==> src/rtl/pend_clr_pkg.sv <==
package pend_clr_pkg;
    localparam int WORD_W    = 32;
    localparam int BANK_BASE = 32'h1800;
    localparam int IDX_W     = 5;

    typedef enum logic [1:0] {
        ST_IDLE       = 2'd0,
        ST_WR_APPLY   = 2'd1,
        ST_RD_CAPTURE = 2'd2
    } bus_state_t;
endpackage

==> src/rtl/pend_bus_fsm.sv <==
module pend_bus_fsm
    import pend_clr_pkg::*;
#(
    parameter int AW = 16
) (
    input  logic              clk,
    input  logic              rst_n,
    input  logic              bus_wr,
    input  logic              bus_rd,
    input  logic [AW-1:0]     bus_addr,
    input  logic [WORD_W-1:0] bus_wdata,
    input  logic              bus_secure,
    output bus_state_t        state_o,
    output logic [AW-1:0]     lat_addr_o,
    output logic [WORD_W-1:0] lat_data_o,
    output logic              lat_secure_o
);
    bus_state_t state_q, state_d;
    logic       accept;

    assign accept  = (state_q == ST_IDLE) && (bus_wr || bus_rd);
    assign state_o = state_q;

    always_comb begin
        state_d = state_q;
        unique case (state_q)
            ST_IDLE: begin
                if (bus_wr)      state_d = ST_WR_APPLY;
                else if (bus_rd) state_d = ST_RD_CAPTURE;
            end
            ST_WR_APPLY:   state_d = ST_IDLE;
            ST_RD_CAPTURE: state_d = ST_IDLE;
            default:       state_d = ST_IDLE;
        endcase
    end

    always_ff @(posedge clk) begin
        if (!rst_n) state_q <= ST_IDLE;
        else        state_q <= state_d;
    end

    always_ff @(posedge clk) begin
        if (!rst_n) begin
            lat_addr_o   <= '0;
            lat_data_o   <= '0;
            lat_secure_o <= 1'b0;
        end else if (accept) begin
            lat_addr_o   <= bus_addr;
            lat_data_o   <= bus_wr ? bus_wdata : '0;
            lat_secure_o <= bus_secure;
        end
    end
endmodule

==> src/rtl/pend_decode.sv <==
module pend_decode
    import pend_clr_pkg::*;
#(
    parameter int NREG = 4,
    parameter int AW   = 16
) (
    input  logic                   apply,
    input  logic [AW-1:0]          lat_addr,
    input  logic [WORD_W-1:0]      lat_data,
    input  logic                   lat_secure,
    input  logic                   ext_enable,
    input  logic [IDX_W-1:0]       range_cfg,
    input  logic                   sec_disable,
    input  logic [NREG*WORD_W-1:0] irq_secure,
    output logic [NREG*WORD_W-1:0] impl_mask,
    output logic [NREG*WORD_W-1:0] access_mask,
    output logic [NREG*WORD_W-1:0] clr_vec,
    output logic                   lat_hit,
    output logic [IDX_W-1:0]       lat_idx
);
    localparam int NIRQ   = NREG * WORD_W;
    localparam int HI_W   = AW - 7;
    localparam logic [HI_W-1:0] BASE_HI = HI_W'(BANK_BASE >> 7);

    logic win_hit;

    assign lat_idx = lat_addr[6:2];
    assign win_hit = (lat_addr[AW-1:7] == BASE_HI) && (lat_addr[1:0] == 2'b00);
    assign lat_hit = win_hit && ({1'b0, lat_idx} < (IDX_W+1)'(NREG));

    for (genvar i = 0; i < NIRQ; i++) begin : g_bit
        localparam int RI = i / WORD_W;
        localparam int BI = i % WORD_W;
        assign impl_mask[i]   = ext_enable && (IDX_W'(RI) <= range_cfg);
        assign access_mask[i] = impl_mask[i] && (sec_disable || lat_secure || !irq_secure[i]);
        assign clr_vec[i]     = apply && lat_hit && (lat_idx == IDX_W'(RI))
                                && lat_data[BI] && access_mask[i];
    end
endmodule

==> src/rtl/pend_cell.sv <==
module pend_cell (
    input  logic clk,
    input  logic rst_n,
    input  logic impl,
    input  logic level_mode,
    input  logic sig_in,
    input  logic set_req,
    input  logic clr_hit,
    input  logic act_req,
    input  logic deact_req,
    output logic pending,
    output logic active
);
    logic sw_q, act_q, sig_q;
    logic edge_evt, set_evt, pend_now, take;

    assign edge_evt = !level_mode && sig_in && !sig_q;
    assign set_evt  = set_req || edge_evt;
    assign pend_now = impl && (sw_q || (level_mode && sig_in));
    assign take     = act_req && pend_now;
    assign pending  = pend_now;
    assign active   = impl && act_q;

    always_ff @(posedge clk) begin
        if (!rst_n) begin
            sw_q  <= 1'b0;
            act_q <= 1'b0;
            sig_q <= 1'b0;
        end else begin
            sig_q <= sig_in;
            if (!impl) begin
                sw_q  <= 1'b0;
                act_q <= 1'b0;
            end else begin
                if (set_evt)             sw_q <= 1'b1;
                else if (clr_hit || take) sw_q <= 1'b0;
                if (take)           act_q <= 1'b1;
                else if (deact_req) act_q <= 1'b0;
            end
        end
    end
endmodule

==> src/rtl/irq_pend_clear_bank.sv <==
module irq_pend_clear_bank
    import pend_clr_pkg::*;
#(
    parameter int NREG = 4,
    parameter int AW   = 16
) (
    input  logic                   clk,
    input  logic                   rst_n,
    input  logic [AW-1:0]          bus_addr,
    input  logic [31:0]            bus_wdata,
    input  logic                   bus_wr,
    input  logic                   bus_rd,
    input  logic                   bus_secure,
    input  logic                   ext_enable,
    input  logic [4:0]             range_cfg,
    input  logic                   sec_disable,
    input  logic [NREG*32-1:0]     irq_level,
    input  logic [NREG*32-1:0]     irq_sig,
    input  logic [NREG*32-1:0]     irq_secure,
    input  logic [NREG*32-1:0]     set_pulse,
    input  logic [NREG*32-1:0]     act_pulse,
    input  logic [NREG*32-1:0]     deact_pulse,
    output logic                   rd_valid_o,
    output logic [31:0]            rd_data_o,
    output logic [NREG*32-1:0]     pending_o,
    output logic [NREG*32-1:0]     active_o
);
    localparam int NIRQ = NREG * WORD_W;
    localparam int SELW = (NREG > 1) ? $clog2(NREG) : 1;

    bus_state_t          fsm_state;
    logic [AW-1:0]       lat_addr;
    logic [WORD_W-1:0]   lat_data;
    logic                lat_secure;
    logic [NIRQ-1:0]     impl_mask, access_mask, clr_vec;
    logic                lat_hit;
    logic [IDX_W-1:0]    lat_idx;
    logic [WORD_W-1:0]   word_view [NREG];
    logic [WORD_W-1:0]   rd_word;

    pend_bus_fsm #(.AW(AW)) u_fsm (
        .clk(clk), .rst_n(rst_n), .bus_wr(bus_wr), .bus_rd(bus_rd),
        .bus_addr(bus_addr), .bus_wdata(bus_wdata), .bus_secure(bus_secure),
        .state_o(fsm_state), .lat_addr_o(lat_addr), .lat_data_o(lat_data),
        .lat_secure_o(lat_secure)
    );

    pend_decode #(.NREG(NREG), .AW(AW)) u_dec (
        .apply(fsm_state == ST_WR_APPLY), .lat_addr(lat_addr), .lat_data(lat_data),
        .lat_secure(lat_secure), .ext_enable(ext_enable), .range_cfg(range_cfg),
        .sec_disable(sec_disable), .irq_secure(irq_secure), .impl_mask(impl_mask),
        .access_mask(access_mask), .clr_vec(clr_vec), .lat_hit(lat_hit), .lat_idx(lat_idx)
    );

    for (genvar i = 0; i < NIRQ; i++) begin : g_cell
        pend_cell u_cell (
            .clk(clk), .rst_n(rst_n), .impl(impl_mask[i]), .level_mode(irq_level[i]),
            .sig_in(irq_sig[i]), .set_req(set_pulse[i]), .clr_hit(clr_vec[i]),
            .act_req(act_pulse[i]), .deact_req(deact_pulse[i]),
            .pending(pending_o[i]), .active(active_o[i])
        );
    end

    for (genvar r = 0; r < NREG; r++) begin : g_word
        assign word_view[r] = pending_o[r*WORD_W +: WORD_W] & access_mask[r*WORD_W +: WORD_W];
    end

    assign rd_word = lat_hit ? word_view[lat_idx[SELW-1:0]] : '0;

    always_ff @(posedge clk) begin
        if (!rst_n) begin
            rd_valid_o <= 1'b0;
            rd_data_o  <= '0;
        end else begin
            rd_valid_o <= (fsm_state == ST_RD_CAPTURE);
            rd_data_o  <= (fsm_state == ST_RD_CAPTURE) ? rd_word : '0;
        end
    end
endmodule

==> config.mk <==
export PLATFORM = sky130hd
export DESIGN_NAME = irq_pend_clear_bank
export DESIGN_NICKNAME = d
export VERILOG_FILES = /design/src/rtl/pend_clr_pkg.sv /design/src/rtl/pend_bus_fsm.sv /design/src/rtl/pend_decode.sv /design/src/rtl/pend_cell.sv /design/src/rtl/irq_pend_clear_bank.sv
export SDC_FILE = /design/constraint.sdc
export NUM_CORES = 1
export LEC_CHECK = 0
export BUFFER_PORTS_ARGS = -buffer_cell sky130_fd_sc_hd__buf_2
export CAP_MARGIN = 20
export CORE_AREA = 2 2 429 431
export DETAILED_ROUTE_END_ITERATION = 10
export DIE_AREA = 0 0 431 433
export RECOVER_POWER = 50
export SYNTH_ARGS = -nofsm -noshare
export SYNTH_HDL_FRONTEND = slang
export SYNTH_HIERARCHICAL = 1
export SYNTH_SLANG_ARGS = --single-unit
==> constraint.sdc <==
create_clock -name clk -period 6.3 [get_ports clk]
set_input_delay 0.315 -clock clk [delete_from_list [all_inputs] [get_ports clk]]
set_output_delay 0.315 -clock clk [all_outputs]
set_load 0.02 [all_outputs]
# --- After elaboration in Yosys (flattened, before gate mapping) ---
# Index checks and enable logic that the tools add are counted.
# Widths: inputs -> output; s select.
word_totals:
  reg_bits: 468
  latch_bits: 0
  ramBits: 0
  rom_bits: 0
  input_bits: 828
  output_inout_bits: 289
  elab_cells: 3257
  n_memories: 0
op_classes:
  n_addsub: 0
  n_mul: 0
  div: 0
  order_cmp: 6
  eq_ne: 6
  n_shift: 0
  n_mux: 518
  bitwise: 7
  n_reduce_logical: 2329
op_table:
  columns: ["op", "n"]
  rows:
  - ["$logic_and 1x1->1", 1164]
  - ["$logic_or 1x1->1", 514]
  - ["$mux 1", 514]
  - ["$reduce_bool 2->1", 257]
  - ["$logic_not 1->1", 384]
  - ["$and 32x32->32", 4]
  - ["$mux 32", 3]
  - ["$bmux 32 s2", 1]
  - ["$eq 5x2->1 const B", 2]
  - ["$le 1x5->1 const A", 2]
  - ["$le 2x5->1 const A", 2]
  - ["$reduce_and 2->1", 5]
  - ["$eq 9x6->1 const B", 1]
  - ["$eq 5x1->1 const B", 1]
  - ["$logic_not 5->1", 1]
  - ["$lt 5x3->1 const B", 1]
  - ["$logic_not 2->1", 2]
  - ["$ge 3x3->1 const B", 1]
  - ["$not 2->3", 1]
  - ["$reduce_and 3->1", 1]
  - ["$reduce_or 3->1", 1]
  - ["$eq 2x1->1 const B", 1]
  - ["$eq 2x2->1 const B", 1]
  - ["$not 1->1", 2]

# --- Logic depth before layout (Yosys ltp) ---
depth:
  ltp_word: 10
  ltp_mapped: 11
  mapped_depth_nobuf: 7

# --- Modules after synthesis ---
# The synthesis kept the hierarchy.
by_module_without_submodules:
  columns: ["module", "instances", "cells_each", "area_each_um2", "seq_area_each_um2"]
  rows:
  - ["pend_cell", 128, 16, 135.1, 60.1]
  - ["pend_decode", 1, 584, 4618.2, 0.0]
  - ["irq_pend_clear_bank", 1, 283, 2011.9, 660.6]
  - ["pend_bus_fsm", 1, 153, 1746.7, 1021.0]

# --- Least setup slack after synthesis ---
# No wires, ideal clock.
synth_timing:
  path_type: "input port to flip-flop"
  start: "input port range_cfg[2]"
  end: "register rd_data_o[19]"
  setup_time_ns: 0.117
  t_arrival_ns: 2.479
  t_required_ns: 6.183
  slack_ns: 3.704
  cell_stages: 11
  path_buffers: 4
  cell_sequence: "or4_4 nand2_1 buf_6 buf_6 buf_6 inv_1 buf_4 and2b_1 nand2_1 o21ai_1 a22o_1"
synth_between:
  elab_chain_cells: 7
  elab_cells_between_ends: 23
  cone_classes: "4 x order compare; 3 x mux; 4 x bitwise; 12 x reduce/logical"
synth_lines:
  columns: ["item", "line_no", "source"]
  rows:
  - ["start: declaration", "irq_pend_clear_bank.sv:15", "input logic [4:0] range_cfg,"]
  - ["$le 2x5->1", null, null]
  - ["$logic_and 1x1->1", null, null]
  - ["named net impl_mask[64]", "irq_pend_clear_bank.sv:35", "logic [NIRQ-1:0] impl_mask, access_mask, clr_vec;"]
  - ["$logic_and 1x1->1", "pend_cell.sv:19", "assign pend_now = impl && (sw_q || (level_mode && sig_in));"]
  - ["named net pending_o[83]", "irq_pend_clear_bank.sv:25", "output logic [NREG*32-1:0] pending_o,"]
  - ["$and 32x32->32", "irq_pend_clear_bank.sv:65", "assign word_view[r] = pending_o[r*WORD_W +: WORD_W] & access_mask[r*WORD_W +: WORD_W];"]
  - ["$bmux 32 s2", "irq_pend_clear_bank.sv:68", "assign rd_word = lat_hit ? word_view[lat_idx[SELW-1:0]] : '0;"]
  - ["$mux 32 (not written as such) (2 in a row)", "irq_pend_clear_bank.sv:68", null]
  - ["end signal: assignment", "irq_pend_clear_bank.sv:76", "rd_data_o <= (fsm_state == ST_RD_CAPTURE) ? rd_word : '0;"]
  - ["end: declaration", "irq_pend_clear_bank.sv:24", "output logic [31:0] rd_data_o,"]
# The timed path passes the listed nets, and every way through them passes these cells. The select of a mux whose other input is x is not followed.
# A chain may end at the register's enable or synchronous reset.

# --- Worst setup path in the final report ---
layout_timing:
  start: "input port ext_enable"
  end: "output port pending_o[46]"
layout_between:
  elab_chain_cells: 2
layout_lines:
  columns: ["item", "line_no", "source"]
  rows:
  - ["start: declaration", "irq_pend_clear_bank.sv:14", "input logic ext_enable,"]
  - ["$logic_and 1x1->1", null, null]
  - ["named net impl_mask[32]", "irq_pend_clear_bank.sv:35", null]
  - ["$logic_and 1x1->1", "pend_cell.sv:19", null]
  - ["end: declaration", "irq_pend_clear_bank.sv:25", null]
# The timed path passes the listed nets, and every way through them passes these cells.

==> impl_results.md <==
- Post-DRT Antenna Nets: 0
- Leakage: 18.2 nW
- Worst min path class: input pin to register
- Gate power share: between 20% and 30%
- Post-CTS Hold Buffers: 682
- Initial Util: approximately 14%
- Root Buffer: clkbuf_16
- CP top delay family: buffers and inverters
- Core Rows: approximately 160
- # nets final: 5570
- Pint: 6.49 mW
- Post-DP HPWL: between 150000 and 200000 um
- Final critical-path required period: 5.47 ns
- Share of cells above drive strength 1: between 30% and 40%
- Core area: between 150000 and 200000 um2
- Critical Path RT: 5.98 ns
- Failing checks: max-capacitance violations, max-slew violations
- Crit end category: output pin
- Drt via density: about 4.4
- CP Buf/Inv Count: 4
- Final hold slack: 0.0492 ns
- CP Data Arrival Time: 5.15 ns
- Critical Path Fanout Max: 57
- 1st-iter DRT viols: 2917
- Peak supply drop: between 150 and 200 uV
- Post-layout total power: 9.49 mW
- First-pass GRT wire length: 273000 um
- Area grow syn2layout: 65.5%
- Element type at the critical path start: input pin
- Pwr per Cell Area: 224 nW/um2
- Cell with the most instances on the worst path: clkbuf_1
- Via count: 31958
- WL final: 212000 um
- Maxcap violations: 4
- Cells resized by post-CTS repair: 0
- Setup Viol. Count Final: 0
- Die height: 433 um
- PortBufs: 1116
- Mapped Cells: just over 3000
- Worst path cell trace: clkbuf_1 > o21ai_0 > inv_4 > clkbuf_1 > and2b_1 > buf_2
- # fillers: between 15000 and 20000
- CTS clk-pin slew, worst paths: 0.06 ns
- Drt wl/cell: about 29 um
- Grt total ovfl: 0
- Worst skew pair latency: about 0.7 ns
- Drt first pass iters: 6
- CTS Buf Count: ~70
- Final Wtd Congestion: 1.04
- Syn Nets: just under 4000
- Most frequent cells in the layout: 1032 x buf_2, 682 x dlygate4sd3_1, 466 x dfxtp_1, 388 x nor2_1, 259 x nand2_1
- Post-CTS setup repair buffer count: 0
- Die area: 187000 um2
- Clock net sink count: 468
- Hold Violations, Final: 0
- Kind of critical path: input pin to output pin
- H-tree depth: 3
- Pin count of the biggest net entering global routing: 114
- Fmax: 183 MHz
- Period utilization: 86.8%
- Switch Pwr: 3.00 mW
- Num ports: 1117
- Antenna violations before repair: ~160
- Slowest-stage cell, CP: clkbuf_1
- Sequential share of power: 34.2%
- Yosys synthesis warning count: 6
- Clock Path Buffers: 3
- Vias in the first global route: about 31000
- Storage cell area: 9380 um2
- Drt drc: 0
- CTS tree: built
- Least-Margin Pin Slew: between 2 and 3 ns
- Clk network pwr share: around 45%
- Clock skew: 0.0416 ns
- Max stage delay on crit path: between 1 and 1.5 ns
- Die X: 431 um
- Commonest non-fill, non-tap cell in the layout: buf_2
- Setup tns final: 0 ns
- Syn_area_per_cell: about 8.4 um2
- Sw frac: 31.6%
- RSZ-0062 raised after global routing: false
- Max-slew violation count: 144
- Area of the multi-input gates: 13700 um2
- Outcome: complete, but fails checks
- Slew headroom: -80.5%
- Cell area after synthesis: between 20000 and 30000 um2
- Total Routing Usage GR: 21.6%
==> sequential cells by signal, summed over array words and instances, names as in the netlist <==
signal               cells
rd_valid_o               1
u_fsm/lat_addr_o        16
g_cell.u_cell/sig_q    128
u_fsm/lat_secure_o       1
u_fsm/lat_data_o        32
rd_data_o               32
g_cell.u_cell/sw_q     128
u_fsm/state_o            2
g_cell.u_cell/act_q    128
==> final timing paths <==
path | from | end | slack [ns] | cells after the start
setup reg to reg | u_fsm/lat_addr_o[2] | g_cell[105].u_cell/sw_q | 2.14 | 8
hold reg to reg | u_fsm/lat_addr_o[11] | u_fsm/lat_addr_o[11] | 0.46 | 2
setup / recovery | ext_enable | pending_o[46] | 0.83 | 6
hold / removal | bus_wr | u_fsm/lat_addr_o[1] | 0.05 | 3
==> power groups by stage <==
| stage | logic, mW | clock network, mW | registers (mW) |
|---|---|---|---|
| 3_5_place_dp | 1.54 | 0 | 3.30 |
| 3_3_place_gp | 1.52 | 0 | 3.30 |
| 5_1_grt | 2.10 | 4.47 | 3.25 |
| 4_1_cts | 1.96 | 4.38 | 3.24 |
| 6_report | 1.99 | 4.26 | 3.24 |
| 2_1_floorplan | 0.783 | 0 | 3.22 |
==> worst reg2reg max path, stage by stage, from the launching register on <==
cell           delay, ns
dfxtp_4             0.90
and2_4              0.65
buf_4               0.70
nand3_1             0.22
a2111oi_2           0.61
nor2_1              0.13
a221oi_2            0.23
dlygate4sd3_1       0.58
nor2_1              0.04
==> cell type report <==
type                       count  share of cell area, %
multi-input combinational   2097                   32.4
sequential                   468                   22.1
timing repair buffer        1844                   29.9
inverter                     260                   2.31
antenna                       96                  0.566
tap                         2385                   7.03
clock inverter                31                  0.999
clock buffer                  95                   4.71
==> layer usage <==
layer  track usage (%)  part of all wire, %  vias to the layer above  wire length (um)
met4              12.9                  6.4                       70             13600
met5                 0                 0.21                        -               446
met3              8.05                   11                      527             23000
met2              31.8                   42                     1962             89900
li1                  -                    -                    13968                 -
met1              26.7                   40                    15431             85000
==> metrics by stage <==
step           cells  cell area, um2  setup slack, ns  utilization [%]
3_3_place_gp    6364           33000             2.16             18.1
6_report        7276           42400            0.832             23.3
3_5_place_dp    6367           33100             2.13             18.2
2_1_floorplan   3065           25700             3.70                -
5_1_grt         7257           42400             1.01             23.3
4_1_cts         7175           42300             1.98             23.2
Note: power is estimated with default switching activity, not from simulation.
